[src/rtl/sdr_pkg.sv]
package sdr_pkg;
  typedef enum logic [1:0] {
    SS_IDLE = 2'd0,
    SS_WAIT = 2'd1,
    SS_RUN  = 2'd2
  } sess_st_t;
endpackage

[src/rtl/sdr_rst_sync.sv]
module sdr_rst_sync (
  input  logic clk,
  input  logic rst_n,
  output logic rst_q_n
);
  logic s1_q;

  always_ff @(posedge clk or negedge rst_n) begin
    if (!rst_n) begin
      s1_q    <= 1'b0;
      rst_q_n <= 1'b0;
    end else begin
      s1_q    <= 1'b1;
      rst_q_n <= s1_q;
    end
  end
endmodule

[src/rtl/sdr_mode_det.sv]
module sdr_mode_det #(
  parameter int MD_MIN_CYC = 4
) (
  input  logic clk,
  input  logic rst_n,
  input  logic mode_in,
  input  logic idle,
  output logic start
);
  localparam int CW = $clog2(MD_MIN_CYC + 1);

  logic          mode_q, mode_nx;
  logic [CW-1:0] wid_cnt, wid_nx;
  logic          wid_ok;

  assign wid_ok = (wid_cnt >= CW'(MD_MIN_CYC));
  assign start  = mode_q & ~mode_in & wid_ok & idle;

  always_comb begin
    mode_nx = mode_in;
    if (!mode_in)    wid_nx = '0;
    else if (wid_ok) wid_nx = wid_cnt;
    else             wid_nx = wid_cnt + CW'(1);
  end

  always_ff @(posedge clk or negedge rst_n) begin
    if (!rst_n) begin
      mode_q  <= 1'b0;
      wid_cnt <= '0;
    end else begin
      mode_q  <= mode_nx;
      wid_cnt <= wid_nx;
    end
  end
endmodule

[src/rtl/sdr_seq.sv]
module sdr_seq
  import sdr_pkg::*;
#(
  parameter int BUSY_DLY = 3,
  parameter int REQ_DLY  = 10
) (
  input  logic clk,
  input  logic rst_n,
  input  logic start,
  input  logic dec_end,
  input  logic dec_need,
  input  logic hold_vld,
  input  logic armed,
  input  logic wr_fall,
  output logic dreq,
  output logic busy_n,
  output logic idle
);
  localparam int TW = $clog2(REQ_DLY + 1);

  sess_st_t      st_q, st_nx;
  logic [TW-1:0] tmr_q, tmr_nx;
  logic          tmr_en;
  logic          dreq_nx;

  assign idle   = (st_q == SS_IDLE);
  assign busy_n = ~(!idle && (tmr_q >= TW'(BUSY_DLY)));

  always_comb begin
    st_nx   = st_q;
    tmr_nx  = tmr_q;
    tmr_en  = 1'b0;
    dreq_nx = dreq;
    case (st_q)
      SS_IDLE: begin
        if (start) begin
          st_nx  = SS_WAIT;
          tmr_nx = '0;
          tmr_en = 1'b1;
        end
      end
      SS_WAIT: begin
        tmr_nx = tmr_q + TW'(1);
        tmr_en = 1'b1;
        if (tmr_q == TW'(REQ_DLY - 1)) begin
          st_nx   = SS_RUN;
          dreq_nx = 1'b1;
        end
      end
      SS_RUN: begin
        if (!dreq && !hold_vld && !armed && dec_need) dreq_nx = 1'b1;
      end
      default: st_nx = SS_IDLE;
    endcase
    if (wr_fall) dreq_nx = 1'b0;
    if (dec_end && !idle) begin
      st_nx   = SS_IDLE;
      dreq_nx = 1'b0;
    end
  end

  always_ff @(posedge clk or negedge rst_n) begin
    if (!rst_n) begin
      st_q  <= SS_IDLE;
      tmr_q <= '0;
      dreq  <= 1'b0;
    end else begin
      st_q <= st_nx;
      dreq <= dreq_nx;
      if (tmr_en) tmr_q <= tmr_nx;
    end
  end
endmodule

[src/rtl/sdr_wr_port.sv]
module sdr_wr_port #(
  parameter int DW = 8
) (
  input  logic          clk,
  input  logic          rst_n,
  input  logic          cs_n,
  input  logic          wr_n,
  input  logic [DW-1:0] wr_data,
  input  logic          dreq,
  input  logic          dec_take,
  input  logic          flush,
  input  logic          clr_ovr,
  output logic          wr_fall,
  output logic          armed,
  output logic [DW-1:0] hold_data,
  output logic          hold_vld,
  output logic          ovr
);
  logic wr_q;
  logic wr_rise, cap;
  logic armed_nx, vld_nx, ovr_nx, ld_en;

  assign wr_fall = wr_q & ~wr_n & ~cs_n;
  assign wr_rise = ~wr_q & wr_n;
  assign cap     = wr_rise & ~cs_n & armed;

  always_comb begin
    armed_nx = armed;
    if (flush)        armed_nx = 1'b0;
    else if (wr_fall) armed_nx = dreq;
    else if (wr_rise) armed_nx = 1'b0;

    vld_nx = hold_vld;
    ld_en  = 1'b0;
    if (flush) vld_nx = 1'b0;
    else if (cap) begin
      vld_nx = 1'b1;
      ld_en  = 1'b1;
    end else if (dec_take) vld_nx = 1'b0;

    ovr_nx = ovr;
    if (clr_ovr)              ovr_nx = 1'b0;
    else if (wr_fall && !dreq) ovr_nx = 1'b1;
  end

  always_ff @(posedge clk or negedge rst_n) begin
    if (!rst_n) begin
      wr_q      <= 1'b1;
      armed     <= 1'b0;
      hold_vld  <= 1'b0;
      hold_data <= '0;
      ovr       <= 1'b0;
    end else begin
      wr_q     <= wr_n;
      armed    <= armed_nx;
      hold_vld <= vld_nx;
      ovr      <= ovr_nx;
      if (ld_en) hold_data <= wr_data;
    end
  end
endmodule

[src/rtl/slv_dreq_hs.sv]
module slv_dreq_hs #(
  parameter int DW         = 8,
  parameter int MD_MIN_CYC = 4,
  parameter int BUSY_DLY   = 3,
  parameter int REQ_DLY    = 10
) (
  input  logic          clk,
  input  logic          rst_n,
  input  logic          mode_in,
  input  logic          cs_n,
  input  logic          wr_n,
  input  logic [DW-1:0] wr_data,
  output logic          dreq,
  output logic          busy_n,
  input  logic          dec_need,
  input  logic          dec_take,
  input  logic          dec_end,
  output logic [DW-1:0] hold_data,
  output logic          hold_vld,
  output logic          ovr
);
  logic rst_q_n;
  logic sess_start, idle, wr_fall, armed, flush;

  assign flush = sess_start | (dec_end & ~idle);

  sdr_rst_sync u_rst (
    .clk     (clk),
    .rst_n   (rst_n),
    .rst_q_n (rst_q_n)
  );

  sdr_mode_det #(.MD_MIN_CYC(MD_MIN_CYC)) u_mode (
    .clk     (clk),
    .rst_n   (rst_q_n),
    .mode_in (mode_in),
    .idle    (idle),
    .start   (sess_start)
  );

  sdr_seq #(.BUSY_DLY(BUSY_DLY), .REQ_DLY(REQ_DLY)) u_seq (
    .clk      (clk),
    .rst_n    (rst_q_n),
    .start    (sess_start),
    .dec_end  (dec_end),
    .dec_need (dec_need),
    .hold_vld (hold_vld),
    .armed    (armed),
    .wr_fall  (wr_fall),
    .dreq     (dreq),
    .busy_n   (busy_n),
    .idle     (idle)
  );

  sdr_wr_port #(.DW(DW)) u_wr (
    .clk       (clk),
    .rst_n     (rst_q_n),
    .cs_n      (cs_n),
    .wr_n      (wr_n),
    .wr_data   (wr_data),
    .dreq      (dreq),
    .dec_take  (dec_take),
    .flush     (flush),
    .clr_ovr   (sess_start),
    .wr_fall   (wr_fall),
    .armed     (armed),
    .hold_data (hold_data),
    .hold_vld  (hold_vld),
    .ovr       (ovr)
  );
endmodule

[config.mk]
export PLATFORM = sky130hd
export DESIGN_NAME = slv_dreq_hs
export DESIGN_NICKNAME = d
export VERILOG_FILES = /design/src/rtl/sdr_pkg.sv /design/src/rtl/sdr_rst_sync.sv /design/src/rtl/sdr_mode_det.sv /design/src/rtl/sdr_seq.sv /design/src/rtl/sdr_wr_port.sv /design/src/rtl/slv_dreq_hs.sv
export SDC_FILE = /design/constraint.sdc
export NUM_CORES = 1
export LEC_CHECK = 0
export ABC_CLOCK_PERIOD_IN_PS = 2100
export BUFFER_PORTS_ARGS = -buffer_cell sky130_fd_sc_hd__buf_2
export CORE_MARGIN = 10
export CORE_UTILIZATION = 55
export DETAILED_ROUTE_END_ITERATION = 12
export PLACE_DENSITY = 0.91
export REMOVE_ABC_BUFFERS = 1
export SLEW_MARGIN = 20
export SYNTH_ARGS = -nofsm -noshare
export SYNTH_HDL_FRONTEND = slang
export SYNTH_SLANG_ARGS = --single-unit
[constraint.sdc]
create_clock -name clk -period 2.1 [get_ports clk]
set_clock_uncertainty 0.2 [all_clocks]
set_input_delay 0.105 -clock clk [delete_from_list [all_inputs] [get_ports clk]]
set_output_delay 0.105 -clock clk [all_outputs]
set_load 0.02 [all_outputs]
* After elaboration in Yosys (flattened, before gate mapping) *
Index checks and enable logic that the tools add are counted.

operators by class
  equality and inequality tests = 10
  add/sub/neg operators = 2
  bitwise gates (word level) = 16
  reductions and logical operators = 19
  magnitude comparators = 2
  mux-type cells = 25

operators by type and width
  kind                                                                    number
  1-bit 2-to-1 mux                                                        15
  1-bit AND                                                               9
  3-bit AND reduction                                                     3
  4-bit by 1-bit != test with 1-bit output (second input constant)        2
  4-bit case mux with 2 select lines                                      1
  1-bit logical AND                                                       6
  2-bit 2-to-1 mux                                                        3
  3-bit 2-to-1 mux                                                        2
  1-bit NOT                                                               6
  2-bit case mux with 3 select lines                                      1
  3-bit nonzero test                                                      2
  4-bit by 1-bit adder with 4-bit output (second input constant)          1
  4-bit equality test (second input constant)                             1
  4-bit by 2-bit >= comparator with 1-bit output (second input constant)  1
  1-bit zero test                                                         4
  4-bit 2-to-1 mux                                                        1
  2-bit != test (second input constant)                                   2
  1-bit case mux with 2 select lines                                      2
  2-bit nonzero test                                                      2
  4-bit nonzero test                                                      1
  3-bit by 1-bit adder with 3-bit output (second input constant)          1
  3-bit >= comparator (second input constant)                             1
  3-bit by 1-bit != test with 1-bit output (second input constant)        1
  3-bit by 2-bit != test with 1-bit output (second input constant)        1
  other kinds (5)                                                         5

word-level totals
  register bits = 25
  logic and storage cells = 86
  input port bits = 16
  output and inout port bits = 12

* Logic depth before layout (Yosys ltp) *
  word-level depth = 8
  gate-level depth with buffers = 5
  depth with buffers taken out = 5

* Cells and area by module *
Synthesis repeated with hierarchy kept, for this count alone.

unflattened totals
  cells, all modules = 88
  area total of the unflattened synthesis = 1086.0 µm²

by module, submodules not included
  module        times used  sequential area each (µm²)  area an instance (µm²)  cells each
  sdr_wr_port   1           301.5                       480.5                   34
  sdr_seq       1           175.2                       377.9                   38
  sdr_mode_det  1           100.1                       162.7                   11
  sdr_rst_sync  1           50.0                        53.8                    3
  slv_dreq_hs   1           0.0                         11.3                    2

* Worst setup path after synthesis *
Ideal clock, no wire load.

  path kind = reg2reg
  from = register u_seq.st_q[1]
  to = register u_wr.hold_data[1]
  arrival time = 1.455 ns
  path slack = 0.320 ns
  required time = 1.775 ns
  stages on the path, launching flop included = 6
  library setup time = 0.125 ns
  cells stage by stage = dfrtp_1 -> buf_6 -> or2_0 -> buf_2 -> o211ai_4 -> mux2_2

on the way
  word-level cells in the longest chain between the ends = 5

RTL lines
  element                 line               source
  start, declared         sdr_seq.sv:21      sess_st_t st_q, st_nx;
  start signal, assigned  sdr_seq.sv:68      st_q <= st_nx;
  2-bit zero test (*)     sdr_seq.sv:26      assign idle = (st_q == SS_IDLE);
  1-bit NOT               slv_dreq_hs.sv:25  assign flush = sess_start | (dec_end & ~idle);
  1-bit AND               slv_dreq_hs.sv:25
  1-bit bitwise OR (*)    slv_dreq_hs.sv:25
  1-bit 2-to-1 mux (*)    sdr_wr_port.sv:35  if (flush) vld_nx = 1'b0;
  end signal, assigned    sdr_wr_port.sv:58  if (ld_en) hold_data <= wr_data;
  end, declared           sdr_wr_port.sv:15  output logic [DW-1:0] hold_data,

Every way passes the cells marked *; elsewhere a longest branch is shown, timed or not.
A chain may end at the register's enable or synchronous reset.

* Worst setup path after layout *
  from = register u_seq.st_q[1]
  to = output busy_n

on the way
  word-level cells in the longest chain between the ends = 4

RTL lines
  element            line               source
  2-bit zero test    sdr_seq.sv:26
  1-bit zero test    sdr_seq.sv:27      assign busy_n = ~(!idle && (tmr_q >= TW'(BUSY_DLY)));
  1-bit logical AND  sdr_seq.sv:27
  1-bit NOT          sdr_seq.sv:27
  end, declared      slv_dreq_hs.sv:14  output logic busy_n,

No other way between the ends.

==> impl_metrics.env <==
export IMPL_cts_hold_buf=16
export IMPL_yosysTopAreaCell="dfrtp_1"
export IMPL_required_ns=1.79
export IMPL_r2r_start="u_seq.st_q[1]$_DFFE_PN0P_"
export IMPL_regToRegSetupSlack_ns=0.24
export IMPL_routed_wl_um=2850
export IMPL_cts_tree="done"
export IMPL_die_h_um=65.0
export IMPL_dp_slack_ns=0.313
export IMPL_wl_per_cell_um=17.3
export IMPL_rows=16
export IMPL_die_w_um=65.0
export IMPL_cts_resized=0
export IMPL_hpwl_um=1900
export IMPL_tns_ns=0
export IMPL_synth_edf_count=0
export IMPL_netlist_area_um2=1110
export IMPL_drt_iter0_markers=41
export IMPL_cts_buffers_inserted=3
export IMPL_cts_sinks=25
export IMPL_ys_warn_count=0
export IMPL_io_pins=28
export IMPL_grt_max_degree=16
export IMPL_cp_arrival_ns=1.56
export IMPL_postCtsSetupRepairBufs=0
export IMPL_synth_top_area_share_pct=53.9
export IMPL_power_per_cell_area_nw_per_um2=721
export IMPL_synth_area_leaders="dfrtp_1, mux2_2, ha_1"
export IMPL_layout_cells_non_filler=165
export IMPL_netlist_top_cells_count="dfrtp_1, mux2_2, inv_1, nor2_1"
export IMPL_final_hold_viol_count=0
export IMPL_h_tree_depth=1
export IMPL_status="finished, final reports clean"
export IMPL_clk_pin_slew_ns=0.14
export IMPL_ant_nets=0
export IMPL_port_buffers=27
export IMPL_setup_viol=0
export IMPL_drive_gt1_share_pct=31.9
export IMPL_start_util_pct=57.4
export IMPL_utilization_pct=76.2
export IMPL_r2r_end="u_wr.hold_data[3]$_DFFE_PN0P_"
export IMPL_cap_violations=0
export IMPL_route_detailed_drc=0
export IMPL_period_minus_slack_ns=1.87
export IMPL_grt_pass1_vias=1031
export IMPL_antenna_cells=0
export IMPL_crit_type="reg2out"
export IMPL_synth_async_sr_flop_share_pct=100
export IMPL_yosysMostFrequentCell="dfrtp_1"
export IMPL_synth_cell_types=38
export IMPL_nNetsFinal=158
export IMPL_grt_overflow=0
export IMPL_synth_yosys_seq_area_share_pct=56.2
export IMPL_antenna_found_initial=0
export IMPL_start_kind="flip-flop"
export IMPL_fin_crit_sh_pct=88.9
export IMPL_ys_ff_latch=25
export IMPL_whs_ns=0.00782
export IMPL_irDropWorstVdd_mv=0.672
export IMPL_clk_latency_ns=0.32
export IMPL_grt_pass1_wl_um=4660
export IMPL_place_gp_congestion=0.835
export IMPL_avgSynthCellArea_um2=12.4
export IMPL_ctsLongestPathBuffers=2
export IMPL_syn_inst=90
export IMPL_worstSetupStartpoint="u_seq.st_q[1]$_DFFE_PN0P_"
export IMPL_fmax_mhz=536
export IMPL_cts_root_buf="clkbuf_4"
export IMPL_end_kind="output port"
export IMPL_reg2regPathDepth=3
export IMPL_vias=909
export IMPL_worstPathMaxFanout=10
export IMPL_min_path_type="reg2async"
export IMPL_cellLeakagePower_uw=0.000721
export IMPL_slew_violations=0
export IMPL_vias_per_cell=5.51
export IMPL_die_area_um2=4230
export IMPL_setup_ws_ns=0.233
export IMPL_ys_flop_type="dfrtp_1"
export IMPL_rsz0062_at_grt="no"
export IMPL_dr_pass1_iters=4
export IMPL_track_usage_pct=14.0
export IMPL_core_um2=1940
export IMPL_dp_cells=145
export IMPL_syn2layout_area_growth_pct=32.8
==> worst max-delay path, cell delays in order (launching register included) <==
cell and delay [ns]:
dfrtp_1 0.49, or2_0 0.30, buf_4 0.19, o31ai_1 0.06, buf_2 0.20
==> per-stage QoR <==
| step | power (uW) | area [um^2] |
|---|---|---|
| 2_1_floorplan | 743 | 1100 |
| 3_3_place_gp | 806 | 1290 |
| 3_5_place_dp | 832 | 1290 |
| 4_1_cts | 1070 | 1480 |
| 5_1_grt | 1130 | 1480 |
| 6_report | 1070 | 1480 |
==> logic make-up after synthesis <==
kind of cell	after synthesis	share of synthesized area [%]
multiplexers	10	9.88
AND/OR/NAND/NOR	21	11.9
other	1	0.336
AO/OA/AOI/OAI	22	14.4
adder cells (fa/ha/maj)	3	3.37
XOR/XNOR	1	0.786
flip-flops	25	56.2
buffers and inverters	7	3.14
==> per-layer routing <==
layer	track usage [%]	up-vias	share of wire [%]
li1	-	419	-
met1	13.6	451	36
met2	26.6	33	56
met3	3.78	6	5.5
met4	6.42	0	2.4
met5	0	-	0
==> where the power goes <==
| group | leakage (uW) | switching (uW) | internal, uW |
|---|---|---|---|
| combinational | 0.000383 | 119 | 114 |
| clock | 0.0000139 | 146 | 72.9 |
| sequential | 0.000324 | 67.2 | 549 |
==> cell type report <==
cell class	instances	area, um^2
clock inverter	1	7.51
sequential	25	627
timing repair buffer	46	318
fill	131	462
multi-input combinational	58	453
inverter	5	18.8
clock buffer	3	22.5
tap	27	33.8
==> flip-flops by register name, summed over array words and instances (netlist names), 2 cells and up <==
register        flops
u_mode.wid_cnt      3
u_wr.hold_data      8
u_seq.st_q          2
u_seq.tmr_q         4
==> cells in the final DEF, fill, tap and decap left out, types with 2 or more instances in the layout <==
cell and instances:
o21ai_0 4, a211oi_1 2, a21oi_1 4, nor2b_1 3, nor2_1 5, dfrtp_1 24
mux2i_1 2, buf_4 3, dlygate4sd3_1 16, ha_1 3, nand3b_1 2, mux2_2 6
clkbuf_4 3, mux2_1 2, nand2b_1 3, inv_1 5, buf_2 27
==> worst max path at each step <==
stage,to,cells past startpoint
after global routing,busy_n,4
after floorplan,u_wr.hold_data[1]$_DFFE_PN0P_,3
final,busy_n,4
after global placement,u_wr.hold_data[2]$_DFFE_PN0P_,3
after CTS,busy_n,4
after detailed placement,u_wr.hold_data[3]$_DFFE_PN0P_,3
No activity file was read; power rests on OpenSTA's default activity.
